--- src/rtl/fbwr_pkg.sv ---
package fbwr_pkg;

  typedef enum logic {
    ENG_IDLE  = 1'b0,
    ENG_WRITE = 1'b1
  } eng_state_e;

  function automatic int unsigned bits_for(input int unsigned n);
    return (n < 2) ? 1 : $clog2(n);
  endfunction

endpackage

--- src/rtl/fbwr_fifo.sv ---
module fbwr_fifo #(
  parameter int W     = 28,
  parameter int DEPTH = 4
) (
  input  logic         clk,
  input  logic         rst,
  input  logic         push,
  input  logic [W-1:0] din,
  output logic         full,
  input  logic         pop,
  output logic [W-1:0] dout,
  output logic         empty
);
  localparam int PW = fbwr_pkg::bits_for(DEPTH);
  localparam int LW = fbwr_pkg::bits_for(DEPTH + 1);
  localparam logic [PW-1:0] LAST_P = PW'(DEPTH - 1);
  localparam logic [LW-1:0] FULL_L = LW'(DEPTH);

  logic [W-1:0]  mem [DEPTH];
  logic [PW-1:0] wr_p, rd_p;
  logic [LW-1:0] level;

  assign full  = (level == FULL_L);
  assign empty = (level == '0);
  assign dout  = mem[rd_p];

  always_ff @(posedge clk) begin
    if (push) mem[wr_p] <= din;
  end

  always_ff @(posedge clk) begin
    if (rst) begin
      wr_p  <= '0;
      rd_p  <= '0;
      level <= '0;
    end else begin
      if (push) wr_p <= (wr_p == LAST_P) ? '0 : wr_p + 1'b1;
      if (pop)  rd_p <= (rd_p == LAST_P) ? '0 : rd_p + 1'b1;
      case ({push, pop})
        2'b10:   level <= level + 1'b1;
        2'b01:   level <= level - 1'b1;
        default: level <= level;
      endcase
    end
  end


  pop_nonempty_chk: assert property (@(posedge clk) disable iff (rst)
    pop |-> !empty);


  level_bound_chk: assert property (@(posedge clk) disable iff (rst)
    level <= FULL_L);

endmodule

--- src/rtl/fbwr_engine.sv ---
module fbwr_engine #(
  parameter int WR_CYC = 3,
  parameter int LEFT_W = 8,
  parameter int CNT_W  = 16
) (
  input  logic              clk,
  input  logic              rst,
  input  logic              have_req,
  input  logic              raster_blank,
  input  logic [LEFT_W-1:0] blank_left,
  output logic              start,
  output logic              write_on,
  output logic [CNT_W-1:0]  done_cnt
);
  import fbwr_pkg::*;

  localparam int CW = bits_for(WR_CYC);
  localparam logic [LEFT_W:0] NEED_L = (LEFT_W + 1)'(WR_CYC);
  localparam logic [CW-1:0]   LOAD_C = CW'(WR_CYC - 1);

  eng_state_e    state;
  logic [CW-1:0] slot;
  logic          finishing, free, fits;

  assign finishing = (state == ENG_WRITE) && (slot == '0);
  assign free      = (state == ENG_IDLE) || finishing;
  assign fits      = raster_blank && ({1'b0, blank_left} >= NEED_L);
  assign start     = free && have_req && fits;
  assign write_on  = start || ((state == ENG_WRITE) && !finishing);

  always_ff @(posedge clk) begin
    if (rst) begin
      state    <= ENG_IDLE;
      slot     <= '0;
      done_cnt <= '0;
    end else begin
      if (finishing) done_cnt <= done_cnt + 1'b1;
      if (start) begin
        state <= ENG_WRITE;
        slot  <= LOAD_C;
      end else if (finishing) begin
        state <= ENG_IDLE;
      end else if (state == ENG_WRITE) begin
        slot <= slot - 1'b1;
      end
    end
  end


  window_fit_chk: assert property (@(posedge clk) disable iff (rst)
    (state == ENG_WRITE && slot != '0) |-> raster_blank);

endmodule

--- src/rtl/fbwr_port.sv ---
module fbwr_port #(
  parameter int ADDR_W = 12,
  parameter int DATA_W = 16,
  parameter int WR_CYC = 3
) (
  input  logic              clk,
  input  logic              rst,
  input  logic              start,
  input  logic              write_on,
  input  logic [ADDR_W-1:0] req_addr,
  input  logic [DATA_W-1:0] req_data,
  input  logic [ADDR_W-1:0] disp_addr,
  output logic [ADDR_W-1:0] sram_addr,
  output logic [DATA_W-1:0] sram_wdata,
  output logic              sram_we,
  output logic              sram_oe
);
  always_ff @(posedge clk) begin
    if (rst) begin
      sram_addr  <= '0;
      sram_wdata <= '0;
      sram_we    <= 1'b0;
      sram_oe    <= 1'b1;
    end else begin
      sram_we <= write_on;
      sram_oe <= !write_on;
      if (start) begin
        sram_addr  <= req_addr;
        sram_wdata <= req_data;
      end else if (!write_on) begin
        sram_addr <= disp_addr;
      end
    end
  end

  logic        armed;
  logic [15:0] run_len;
  always_ff @(posedge clk) begin
    if (rst) begin
      armed   <= 1'b0;
      run_len <= '0;
    end else begin
      armed   <= 1'b1;
      run_len <= sram_we ? run_len + 1'b1 : '0;
    end
  end


  write_hold_chk: assert property (@(posedge clk) disable iff (rst || !armed)
    (sram_we && $past(sram_we) && !$past(start)) |->
      ($stable(sram_addr) && $stable(sram_wdata)));


  write_len_chk: assert property (@(posedge clk) disable iff (rst || !armed)
    $fell(sram_we) |-> (run_len != '0 && (32'(run_len) % WR_CYC) == 0));

endmodule

--- src/rtl/fbwr_arb.sv ---
module fbwr_arb #(
  parameter int ADDR_W     = 12,
  parameter int DATA_W     = 16,
  parameter int FIFO_DEPTH = 4,
  parameter int WR_CYC     = 3,
  parameter int LEFT_W     = 8,
  parameter int CNT_W      = 16
) (
  input  logic              clk,
  input  logic              rst,
  input  logic              host_valid,
  output logic              host_ready,
  input  logic [ADDR_W-1:0] host_addr,
  input  logic [DATA_W-1:0] host_data,
  input  logic              raster_blank,
  input  logic [LEFT_W-1:0] blank_left,
  input  logic [ADDR_W-1:0] disp_addr,
  output logic [ADDR_W-1:0] sram_addr,
  output logic [DATA_W-1:0] sram_wdata,
  output logic              sram_we,
  output logic              sram_oe,
  output logic [CNT_W-1:0]  wr_count
);
  localparam int REQ_W = ADDR_W + DATA_W;

  logic             q_full, q_empty, push, start, write_on;
  logic [REQ_W-1:0] q_head;

  assign host_ready = !q_full;
  assign push       = host_valid && host_ready;

  fbwr_fifo #(.W(REQ_W), .DEPTH(FIFO_DEPTH)) u_queue (
    .clk   (clk),
    .rst   (rst),
    .push  (push),
    .din   ({host_addr, host_data}),
    .full  (q_full),
    .pop   (start),
    .dout  (q_head),
    .empty (q_empty)
  );

  fbwr_engine #(.WR_CYC(WR_CYC), .LEFT_W(LEFT_W), .CNT_W(CNT_W)) u_engine (
    .clk          (clk),
    .rst          (rst),
    .have_req     (!q_empty),
    .raster_blank (raster_blank),
    .blank_left   (blank_left),
    .start        (start),
    .write_on     (write_on),
    .done_cnt     (wr_count)
  );

  fbwr_port #(.ADDR_W(ADDR_W), .DATA_W(DATA_W), .WR_CYC(WR_CYC)) u_port (
    .clk        (clk),
    .rst        (rst),
    .start      (start),
    .write_on   (write_on),
    .req_addr   (q_head[REQ_W-1:DATA_W]),
    .req_data   (q_head[DATA_W-1:0]),
    .disp_addr  (disp_addr),
    .sram_addr  (sram_addr),
    .sram_wdata (sram_wdata),
    .sram_we    (sram_we),
    .sram_oe    (sram_oe)
  );

  logic armed;
  always_ff @(posedge clk) begin
    if (rst) armed <= 1'b0;
    else     armed <= 1'b1;
  end


  active_read_chk: assert property (@(posedge clk) disable iff (rst || !armed)
    !$past(raster_blank) |-> (!sram_we && sram_oe && sram_addr == $past(disp_addr)));


  done_step_chk: assert property (@(posedge clk) disable iff (rst || !armed)
    $fell(sram_we) |-> (wr_count == $past(wr_count) + 1'b1));

endmodule

--- config.mk ---
export PLATFORM = sky130hd
export DESIGN_NAME = fbwr_arb
export DESIGN_NICKNAME = d
export VERILOG_FILES = /design/src/rtl/fbwr_pkg.sv /design/src/rtl/fbwr_fifo.sv /design/src/rtl/fbwr_engine.sv /design/src/rtl/fbwr_port.sv /design/src/rtl/fbwr_arb.sv
export SDC_FILE = /design/constraint.sdc
export NUM_CORES = 1
export LEC_CHECK = 0
export BUFFER_PORTS_ARGS = -buffer_cell sky130_fd_sc_hd__buf_4
export CORE_MARGIN = 2
export CORE_UTILIZATION = 55
export CTS_BUF_LIST = sky130_fd_sc_hd__clkbuf_2
export DETAILED_ROUTE_END_ITERATION = 8
export PLACE_DENSITY = 0.79
export SKIP_LAST_GASP = 1
export SYNTH_ARGS = -nofsm -noshare
export SYNTH_HDL_FRONTEND = slang
export SYNTH_SLANG_ARGS = --single-unit
--- constraint.sdc ---
create_clock -name clk -period 2.95 [get_ports clk]
set_input_delay 0.4425 -clock clk [delete_from_list [all_inputs] [get_ports clk]]
set_output_delay 0.4425 -clock clk [all_outputs]
set_load 0.02 [all_outputs]
==> impl_metrics.csv, run 1 <==
group,metric,value,unit
finish,final_common_cell,"edfxtp_1",
cts,postCtsSetupRepairBufs,0,
cts,cts_buffer_depth,2,
detailed_routing,wire_per_inst,17.72,µm
worst_setup_path,cp_max_fo,17,
die,core-area,11910,µm²
sta,worst_pin_slew,0.7613,ns
detailed_routing,routed_via_density,5.666,
synthesis,synth_seq_cells,170,
worst_setup_path,r2r_cells,12,
synthesis,synth-edff-count,112,
worst_setup_path,worstPathArrival,3.27,ns
sta,finalHoldViolCount,0,
finish,final_nets,649,
detailed_routing,num_vias,4238,
min_path,holdCritPathClass,"input port to register",
power,internal_power,3.989,mW
power,p_comb_frac,0.284,
global_route,grt_pass1_wl,20840,µm
power,clkPwrFrac,0.199,
power,power_density,716.9,nW/µm²
synthesis,ys_seq_area_frac,0.6779,
detailed_routing,firstDrtPassIters,4,
die,die_w,114.2,µm
finish,antennaDiodeCount,0,
power,pwr-share-seq,0.517,
finish,multi_input_area,1957,µm²
global_route,grt_overflow,0,
power,ir_drop,0.4316,mV
die,rows,40,
cts,cts_made_buffers,17,
min_path,hold_depth,2,
synthesis,syn-instance-count,445,
sta,worst_hold_slack,0.2145,ns
synthesis,yosysUniqueCellTypes,46,
sta,skew,0.02203,ns
power,sw_frac_of_total,0.3207,
die,dieHeight,114.2,µm
power,p_sw,1.883,mW
finish,nFillCells,821,
worst_setup_path,cp-end-kind,"register",
finish,instances_no_fill,748,
sta,slew_headroom,0.4925,
placed_design,dp_hpwl,8474,µm
worst_setup_path,crit_required,3.60,ns
worst_setup_path,critPathKind,"register to register",
die,pin_count,99,
cts,ctsRootBufferMaster,"clkbuf_2",
finish,regArea,4526,µm²
detailed_routing,drt_iter0_drc,308,
synthesis,yosys_warnings,0,
finish,layout_common_cells,"edfxtp_1 (112), buf_4 (109), dfxtp_1 (57)",
cts,clk_latency,0.70,ns
synthesis,async_flop_share,0,
placed_design,dp.cells,675,
global_route,antenna_found_initial,0,
sta,setup_viol,0,
cts,clock_sinks,170,
cts,ctsHtreeMaxLevel,4,
sta,rsz0062_at_grt,"false",
global_route,grt_max_degree,59,
synthesis,yosys_most_used_dff,"edfxtp_1",
finish,drive_above_1_share,0.3028,
sta,timing.fmax,381.7,MHz
die,initial_core_util,0.5603,
finish,area_growth,22.74,%
global_route,grt_pass1_vias,4168,
sta,tns,0,ns
cts,cts_tree,"done",
run,maxCapViolations,0,
detailed_routing,routed_wl,13260,µm
synthesis,syn_area_per_cell,15.00,µm²
power,leakagePower,2.944,nW
sta,post-route-period-util,0.8881,
detailed_routing,postRouteAntennaNets,0,
sta,period_minus_slack,2.620,ns
global_route,grt_use_total,0.2126,
cts,clkTransAtPathRegs,0.21,ns
placed_design,port_buffers,98,
status,status,"complete, no violations",
worst_setup_path,startpoint_type,"register",
placed_design,globalplace.congestion,0.8058,
sta,slew_violations,0,
die,die-area,13030,µm²
synthesis,syn-num-nets,506,
detailed_routing,drc_errors,0,
synthesis,synth_area,6674,µm²
## Yosys cell counts (2+ instances only)
library cell / n / area (µm²)
edfxtp_1: 112 / 3363
dfxtp_1: 58 / 1161
nor2_1: 42 / 157.7
a21oi_1: 28 / 140.1
mux4_2: 28 / 630.6
nand3_1: 22 / 110.1
o21ai_0: 18 / 90.09
a211oi_1: 12 / 90.09
clkbuf_1: 11 / 41.29
inv_1: 10 / 37.54
buf_2: 9 / 45.04
nand2_1: 9 / 33.78
o221a_1: 9 / 101.4
xnor2_1: 9 / 78.83
ha_1: 8 / 100.1
xor2_1: 6 / 52.55
nand4_1: 5 / 31.28
and3_1: 4 / 25.02
nor3_1: 4 / 20.02
nor4_1: 4 / 25.02
buf_4: 3 / 22.52
o221a_2: 3 / 33.78
or3_1: 3 / 18.77
mux2_2: 2 / 22.52
nand2b_1: 2 / 12.51
nor2b_1: 2 / 12.51
nor3_2: 2 / 20.02
o21ai_1: 2 / 10.01
## power groups by stage
| stage | logic [mW] | registers [mW] | clock network, mW |
|---|---|---|---|
| CTS | 1.67 | 3.04 | 1.20 |
| global placement | 1.58 | 3.07 | 0 |
| finish | 1.67 | 3.03 | 1.17 |
| detailed placement | 1.62 | 3.09 | 0 |
| global route | 1.80 | 3.07 | 1.29 |
| floorplan | 1.04 | 3.15 | 0 |
## cell families (layout without fill, tap and decap cells)
kind of cell,after synthesis,count (layout),share of synthesized area
compound gates,77,77,0.07743
xor+xnor,15,15,0.01969
fa+ha+maj,9,9,0.01800
buf+inv,38,194,0.02887
flops,170,170,0.6779
mux,30,30,0.09786
simple gates,106,106,0.08024
## final cells by class
type / count / area share
clock buffers: 17 / 0.01039
clock inverters: 15 / 0.01802
inverters: 11 / 0.005346
multi-input cells: 237 / 0.2389
flip-flops and latches: 170 / 0.5525
well taps: 147 / 0.02245
repair buffers: 151 / 0.1524
## layer usage
| metal | GRT usage | part of all wire |
|---|---|---|
| met3 | 0.04606 | 0.053 |
| met4 | 0.08130 | 0.018 |
| met5 | 0 | 0 |
| met1 | 0.2724 | 0.42 |
| met2 | 0.3587 | 0.50 |
## worst max-delay path, cell delays in order (launching register included)
cell	delay [ns]
dfxtp_1	0.35
inv_1	0.08
ha_1	0.28
nand2b_1	0.15
and2_1	0.25
nand2_8	0.14
inv_4	0.08
ha_1	0.17
inv_1	0.06
fa_1	0.37
xor2_1	0.16
or3_1	0.32
a21oi_1	0.14
## final timing paths
path	to	slack, ns	start
worst max-delay path	u_queue.level[2]	0.33	u_engine.slot[0]
worst min-delay path	u_engine.done_cnt[2]	0.21	rst
worst max register to register	u_queue.level[2]	0.33	u_engine.slot[0]
worst min register to register	u_port.sram_wdata[3]	0.50	u_port.sram_wdata[3]
## what timing repair did
action	CTS	global route
endpoints found under the hold margin	125	0
hold buffers	41	0
gates resized for setup	0	0
## registers in the layout, indices dropped and copies added, names as in the netlist, named ones only
signal             cells
u_queue.mem          112
u_port.sram_wdata     16
u_queue.level          3
u_engine.state         1
u_port.sram_oe         1
u_queue.wr_p           2
u_engine.slot          2
u_engine.done_cnt     16
u_queue.rd_p           2
u_port.sram_we         1
u_port.sram_addr      12
## through the flow
stage	total power [mW]	util	area [µm²]	worst slack (ns)
5_1_grt	6.161	0.6877	8192	0.1701
3_3_place_gp	4.648	0.6337	7548	0.3779
4_1_cts	5.905	0.6877	8192	0.3489
2_1_floorplan	4.196	-	6674	0.3338
6_report	5.873	0.6877	8192	0.3300
3_5_place_dp	4.709	0.6337	7548	0.2966
(Power assumes the default switching activity.)
==> run 2, diff against run 1 <==
Clock period 2.95 ns to 2.6 ns, I/O delays scaled along.
==> impl_metrics.csv, run 2 (synthesis gave the netlist of run 1 again) <==
group,metric,value,unit
finish,nFillCells,797,
placed_design,globalplace.congestion,0.8447,
detailed_routing,drt_iter0_drc,302,
cts,cts_made_buffers,17,
run,maxCapViolations,0,
sta,tns,0,ns
cts,cts_tree,"done",
cts,clock_sinks,170,
finish,fin_util,0.6901,
finish,largestRegisters,"u_queue.mem: 112 flops, u_engine.done_cnt: 16 flops, u_port.sram_wdata: 16 flops",
sta,skew,0.03721,ns
die,die-area,13030,µm²
die,rows,40,
global_route,grt_max_degree,59,
worst_setup_path,crit_family,"simple AND/OR/NAND/NOR gates",
cts,clkTransAtPathRegs,0.26,ns
global_route,grt_pass1_wl,21470,µm
placed_design,dp.cells,677,
finish,drive_above_1_share,0.3101,
worst_setup_path,crit_required,3.29,ns
power,power_density,809.9,nW/µm²
finish,final_nets,651,
placed_design,port_buffers,98,
sta,rsz0062_at_grt,"false",
min_path,holdCritPathClass,"input port to register",
sta,timing.fmax,416.2,MHz
die,core-area,11910,µm²
worst_setup_path,path_cells,"or3b_2, nand2_2, ha_1, inv_1, fa_1, xor2_1, or3_1, a21oi_1",
placed_design,dp_hpwl,8549,µm
cts,ctsHtreeMaxLevel,4,
detailed_routing,routed_via_density,5.617,
finish,antennaDiodeCount,0,
worst_setup_path,worstPathArrival,3.10,ns
worst_setup_path,cp_num_buf_inv,1,
sta,period_minus_slack,2.403,ns
worst_setup_path,critPathKind,"register to register",
detailed_routing,drc_errors,0,
sta,setup_viol,0,
global_route,antenna_found_initial,0,
finish,regMostFlops,"u_queue.mem",
finish,largest_register_ffs,112,
detailed_routing,firstDrtPassIters,5,
finish,area_growth,23.17,%
detailed_routing,routed_wl,13630,µm
sta,worst_pin_slew,0.7520,ns
worst_setup_path,cpPeakStageDelay,0.54,ns
global_route,grt_use_total,0.2196,
worst_setup_path,cp_max_fo,6,
sta,slew_headroom,0.4987,
sta,post-route-period-util,0.9242,
cts,cts_buffer_depth,2,
power,leakagePower,2.949,nW
cts,postCtsSetupRepairBufs,0,
finish,layout_common_cells,"edfxtp_1 (112), buf_4 (109), dfxtp_1 (57)",
worst_setup_path,startpoint_type,"register",
worst_setup_path,cpMaxStageDelayCell,"or3b_2",
global_route,grt_overflow,0,
cts,ctsRootBufferMaster,"clkbuf_2",
detailed_routing,wire_per_inst,18.18,µm
detailed_routing,postRouteAntennaNets,0,
die,die_w,114.2,µm
finish,final_common_cell,"edfxtp_1",
die,initial_core_util,0.5603,
status,status,"complete, no violations",
worst_setup_path,cp-end-kind,"register",
detailed_routing,num_vias,4213,
sta,finalHoldViolCount,0,
die,dieHeight,114.2,µm
finish,instances_no_fill,750,
cts,clk_latency,0.75,ns
sta,slew_violations,0,
power,ir_drop,0.5081,mV
die,pin_count,99,
global_route,grt_pass1_vias,4245,
run 2: cell count changes in the layout (fill, tap and decap cells not counted), sizes merged:
cell / before / now
clkinvlp: 3 / 5
clkinv: 6 / 3
inv: 15 / 18
bufinv: 2 / 0
buf: 110 / 112
run 2: timing repair:
action	CTS	global route
hold buffers	41	0
gates resized for setup	0	0
endpoints found under the hold margin	125	0
run 2: routing by layer:
metal,wire length [µm],track usage
met3,722,0.04976
met1,5582,0.2705
met5,0,0
met2,7075,0.3813
met4,251,0.08211
run 2: power by group:
part	internal (mW)	switching, mW
Combinational	0.873	1.06
Clock	0.291	0.997
Sequential	3.23	0.207
Total	4.40	2.26
run 2: layout make-up:
cell class / count / area, µm² / area share
Timing Repair Buffer: 153 / 1289 / 0.1568
Clock inverter: 15 / 136.4 / 0.01659
Multi-Input combinational cell: 237 / 1957 / 0.2381
Inverter: 11 / 43.79 / 0.005327
Sequential cell: 170 / 4526 / 0.5505
Clock buffer: 17 / 85.08 / 0.01035
Tap cell: 147 / 183.9 / 0.02237
run 2: path summary, 6_finish.rpt:
path / from / to / slack [ns] / depth (start not counted)
hold reg to reg: u_port.sram_wdata[14] / u_port.sram_wdata[14] / 0.50 / 2
setup reg to reg: u_queue.level[2] / u_queue.level[2] / 0.20 / 8
setup / recovery: u_queue.level[2] / u_queue.level[2] / 0.20 / 8
hold / removal: raster_blank / u_port.sram_addr[11] / 0.11 / 4
run 2: metrics by stage:
stage          hold WS (ns)  cell area (µm²)  setup slack (ns)  total power [mW]
3_5_place_dp         0.4716             7589           0.09381             5.381
2_1_floorplan        0.4767             6676           0.03782             4.762
5_1_grt             0.05094             8220           0.04956             6.990
6_report             0.1118             8220            0.1972             6.658
3_3_place_gp         0.4671             7589            0.1693             5.311
4_1_cts             0.04075             8220            0.2118             6.693
run 2: worst min-delay path, delay by kind of cell:
family / cells / cell delay, ns
AO/OA/AOI/OAI: 2 / 0.18
buffers and inverters: 1 / 0.17
AND/OR/NAND/NOR: 1 / 0.11
==> run 3, diff against run 2 <==
Settings changed: REMOVE_ABC_BUFFERS set to 1.
==> impl_metrics.csv, run 3 (synthesis gave the netlist of run 1 again) <==
group,metric,value,unit
cts,clock_sinks,170,
cts,cts_tree,"done",
status,status,"complete, no violations",
finish,largest_register_ffs,112,
global_route,grt_overflow,0,
cts,ctsHtreeMaxLevel,4,
finish,drive_above_1_share,0.3091,
detailed_routing,drc_errors,0,
finish,largestRegisters,"u_queue.mem: 112 flops, u_engine.done_cnt: 16 flops, u_port.sram_wdata: 16 flops",
worst_setup_path,crit_required,3.25,ns
detailed_routing,drt_iter0_drc,410,
placed_design,pre_cts_ws,0.1021,ns
sta,finalHoldViolCount,0,
finish,final_common_cell,"edfxtp_1",
cts,clk_latency,0.73,ns
power,p_comb_frac,0.301,
sta,worst_pin_slew,0.8243,ns
global_route,grt_pass1_vias,4313,
sta,slew_violations,0,
detailed_routing,routed_via_density,5.781,
power,p_sw,2.190,mW
power,power_density,797.1,nW/µm²
power,sw_frac_of_total,0.3337,
global_route,grt_max_degree,35,
run,maxCapViolations,0,
detailed_routing,routed_wl,13790,µm
power,internal_power,4.372,mW
die,initial_core_util,0.5603,
placed_design,dp_hpwl,8465,µm
die,dieHeight,114.2,µm
die,die-area,13030,µm²
power,ir_drop,0.5686,mV
finish,final_area,8232,µm²
sta,post-route-period-util,0.9384,
sta,slew_headroom,0.4505,
global_route,grt_util_met3,0.05717,
cts,clkTransAtPathRegs,0.23,ns
global_route,grt_busiest_layer,"met2",
detailed_routing,postRouteAntennaNets,0,
finish,layout_common_cells,"edfxtp_1 (112), buf_4 (108), dfxtp_1 (57)",
placed_design,placed_cell_area,7621,µm²
sta,period_minus_slack,2.440,ns
die,rows,40,
die,core-area,11910,µm²
min_path,holdCritPathClass,"input port to register",
placed_design,globalplace.congestion,0.7675,
power,total_power,6.562,mW
cts,ctsResizeCount,0,
sta,setup_viol,0,
finish,instances_no_fill,753,
cts,cts_made_buffers,17,
finish,regMostFlops,"u_queue.mem",
worst_setup_path,path_cells,"or3b_2, nand2_2, ha_1, inv_1, fa_1, xor2_1, or3_1, a21oi_1",
sta,worst_slack,0.1600,ns
detailed_routing,firstDrtPassIters,5,
sta,timing.fmax,409.8,MHz
worst_setup_path,cp_max_fo,6,
placed_design,port_buffers,98,
power,pwr-share-seq,0.522,
power,leakagePower,2.955,nW
detailed_routing,num_vias,4353,
finish,final_nets,653,
worst_setup_path,critPathKind,"register to register",
sta,skew,0.02904,ns
sta,rsz0062_at_grt,"false",
global_route,use_met1,0.2725,
cts,cts_buffer_depth,2,
global_route,grt_pass1_wl,21760,µm
sta,tns,0,ns
cts,ctsRootBufferMaster,"clkbuf_2",
worst_setup_path,cp_num_buf_inv,1,
global_route,met2_usage,0.3758,
worst_setup_path,cp-end-kind,"register",
die,die_w,114.2,µm
worst_setup_path,worstPathArrival,3.09,ns
global_route,grt_use_total,0.2215,
worst_setup_path,crit_family,"simple AND/OR/NAND/NOR gates",
detailed_routing,wire_per_inst,18.31,µm
worst_setup_path,cpPeakStageDelay,0.54,ns
die,pin_count,99,
power,clkPwrFrac,0.176,
worst_setup_path,startpoint_type,"register",
global_route,antenna_found_initial,1,
placed_design,dp.cells,678,
finish,area_growth,23.34,%
worst_setup_path,cpMaxStageDelayCell,"or3b_2",
run 3: cell count changes in the layout (fill, tap and decap cells not counted), sizes merged:
cell,change
diode,+1
buf,+1
inv,-4
dlygate4sd3,+1
clkbuf,+1
clkinvlp,-1
clkinv,+4
run 3: routing by layer:
layer / vias to the layer above / wire (µm)
li1: 2002 / -
met1: 2140 / 5638
met2: 186 / 6966
met3: 25 / 934
met4: 0 / 246
met5: - / 0
run 3: path summary, 6_finish.rpt:
check	from	cells after the start	to	slack (ns)
worst min register to register	u_port.sram_wdata[1]	2	u_port.sram_wdata[1]	0.50
worst max-delay path	u_queue.level[2]	8	u_queue.level[2]	0.16
worst max register to register	u_queue.level[2]	8	u_queue.level[2]	0.16
worst min-delay path	raster_blank	4	register	0.14
run 3: what timing repair did:
action,CTS,global route
buffers inserted,0,0
endpoints found under the setup margin,0,0
hold endpoints to repair,132,0
hold buffers,42,0
run 3: per-stage QoR:
step / hold WS (ns) / utilization
final: 0.1402 / 0.6911
after global routing: 0.07762 / 0.6911
after CTS: 0.06802 / 0.6909
after detailed placement: 0.4703 / 0.6398
after global placement: 0.4636 / 0.6398
after floorplan: 0.4591 / -
run 3: cell type report:
type	instances	area [µm²]
Tap cell	147	183.9
Inverter	11	43.79
Clock buffer	18	90.09
Clock inverter	14	97.59
Fill cell	800	3680
Antenna cell	1	2.502
Timing Repair Buffer	155	1331
Multi-Input combinational cell	237	1957
Sequential cell	170	4526
run 3: power groups by stage:
| stage | clock [mW] | sequential, mW | combinational, mW |
|---|---|---|---|
| finish | 1.16 | 3.43 | 1.98 |
| global route | 1.30 | 3.47 | 2.13 |
| CTS | 1.19 | 3.43 | 1.98 |
| detailed placement | 0 | 3.49 | 1.91 |
| global placement | 0 | 3.47 | 1.86 |
| floorplan | 0 | 3.66 | 0.936 |
run 3: worst register-to-register path: cells and delay by family, from the launching register on:
kind / cells / cell delay, ns
xor gates and xnor gates: 1 / 0.15
and+or+nand+nor: 3 / 0.99
AOI/OAI and AO/OA: 1 / 0.16
adders and majority gates: 2 / 0.58
buffers and inverters: 1 / 0.07
DFF: 1 / 0.45
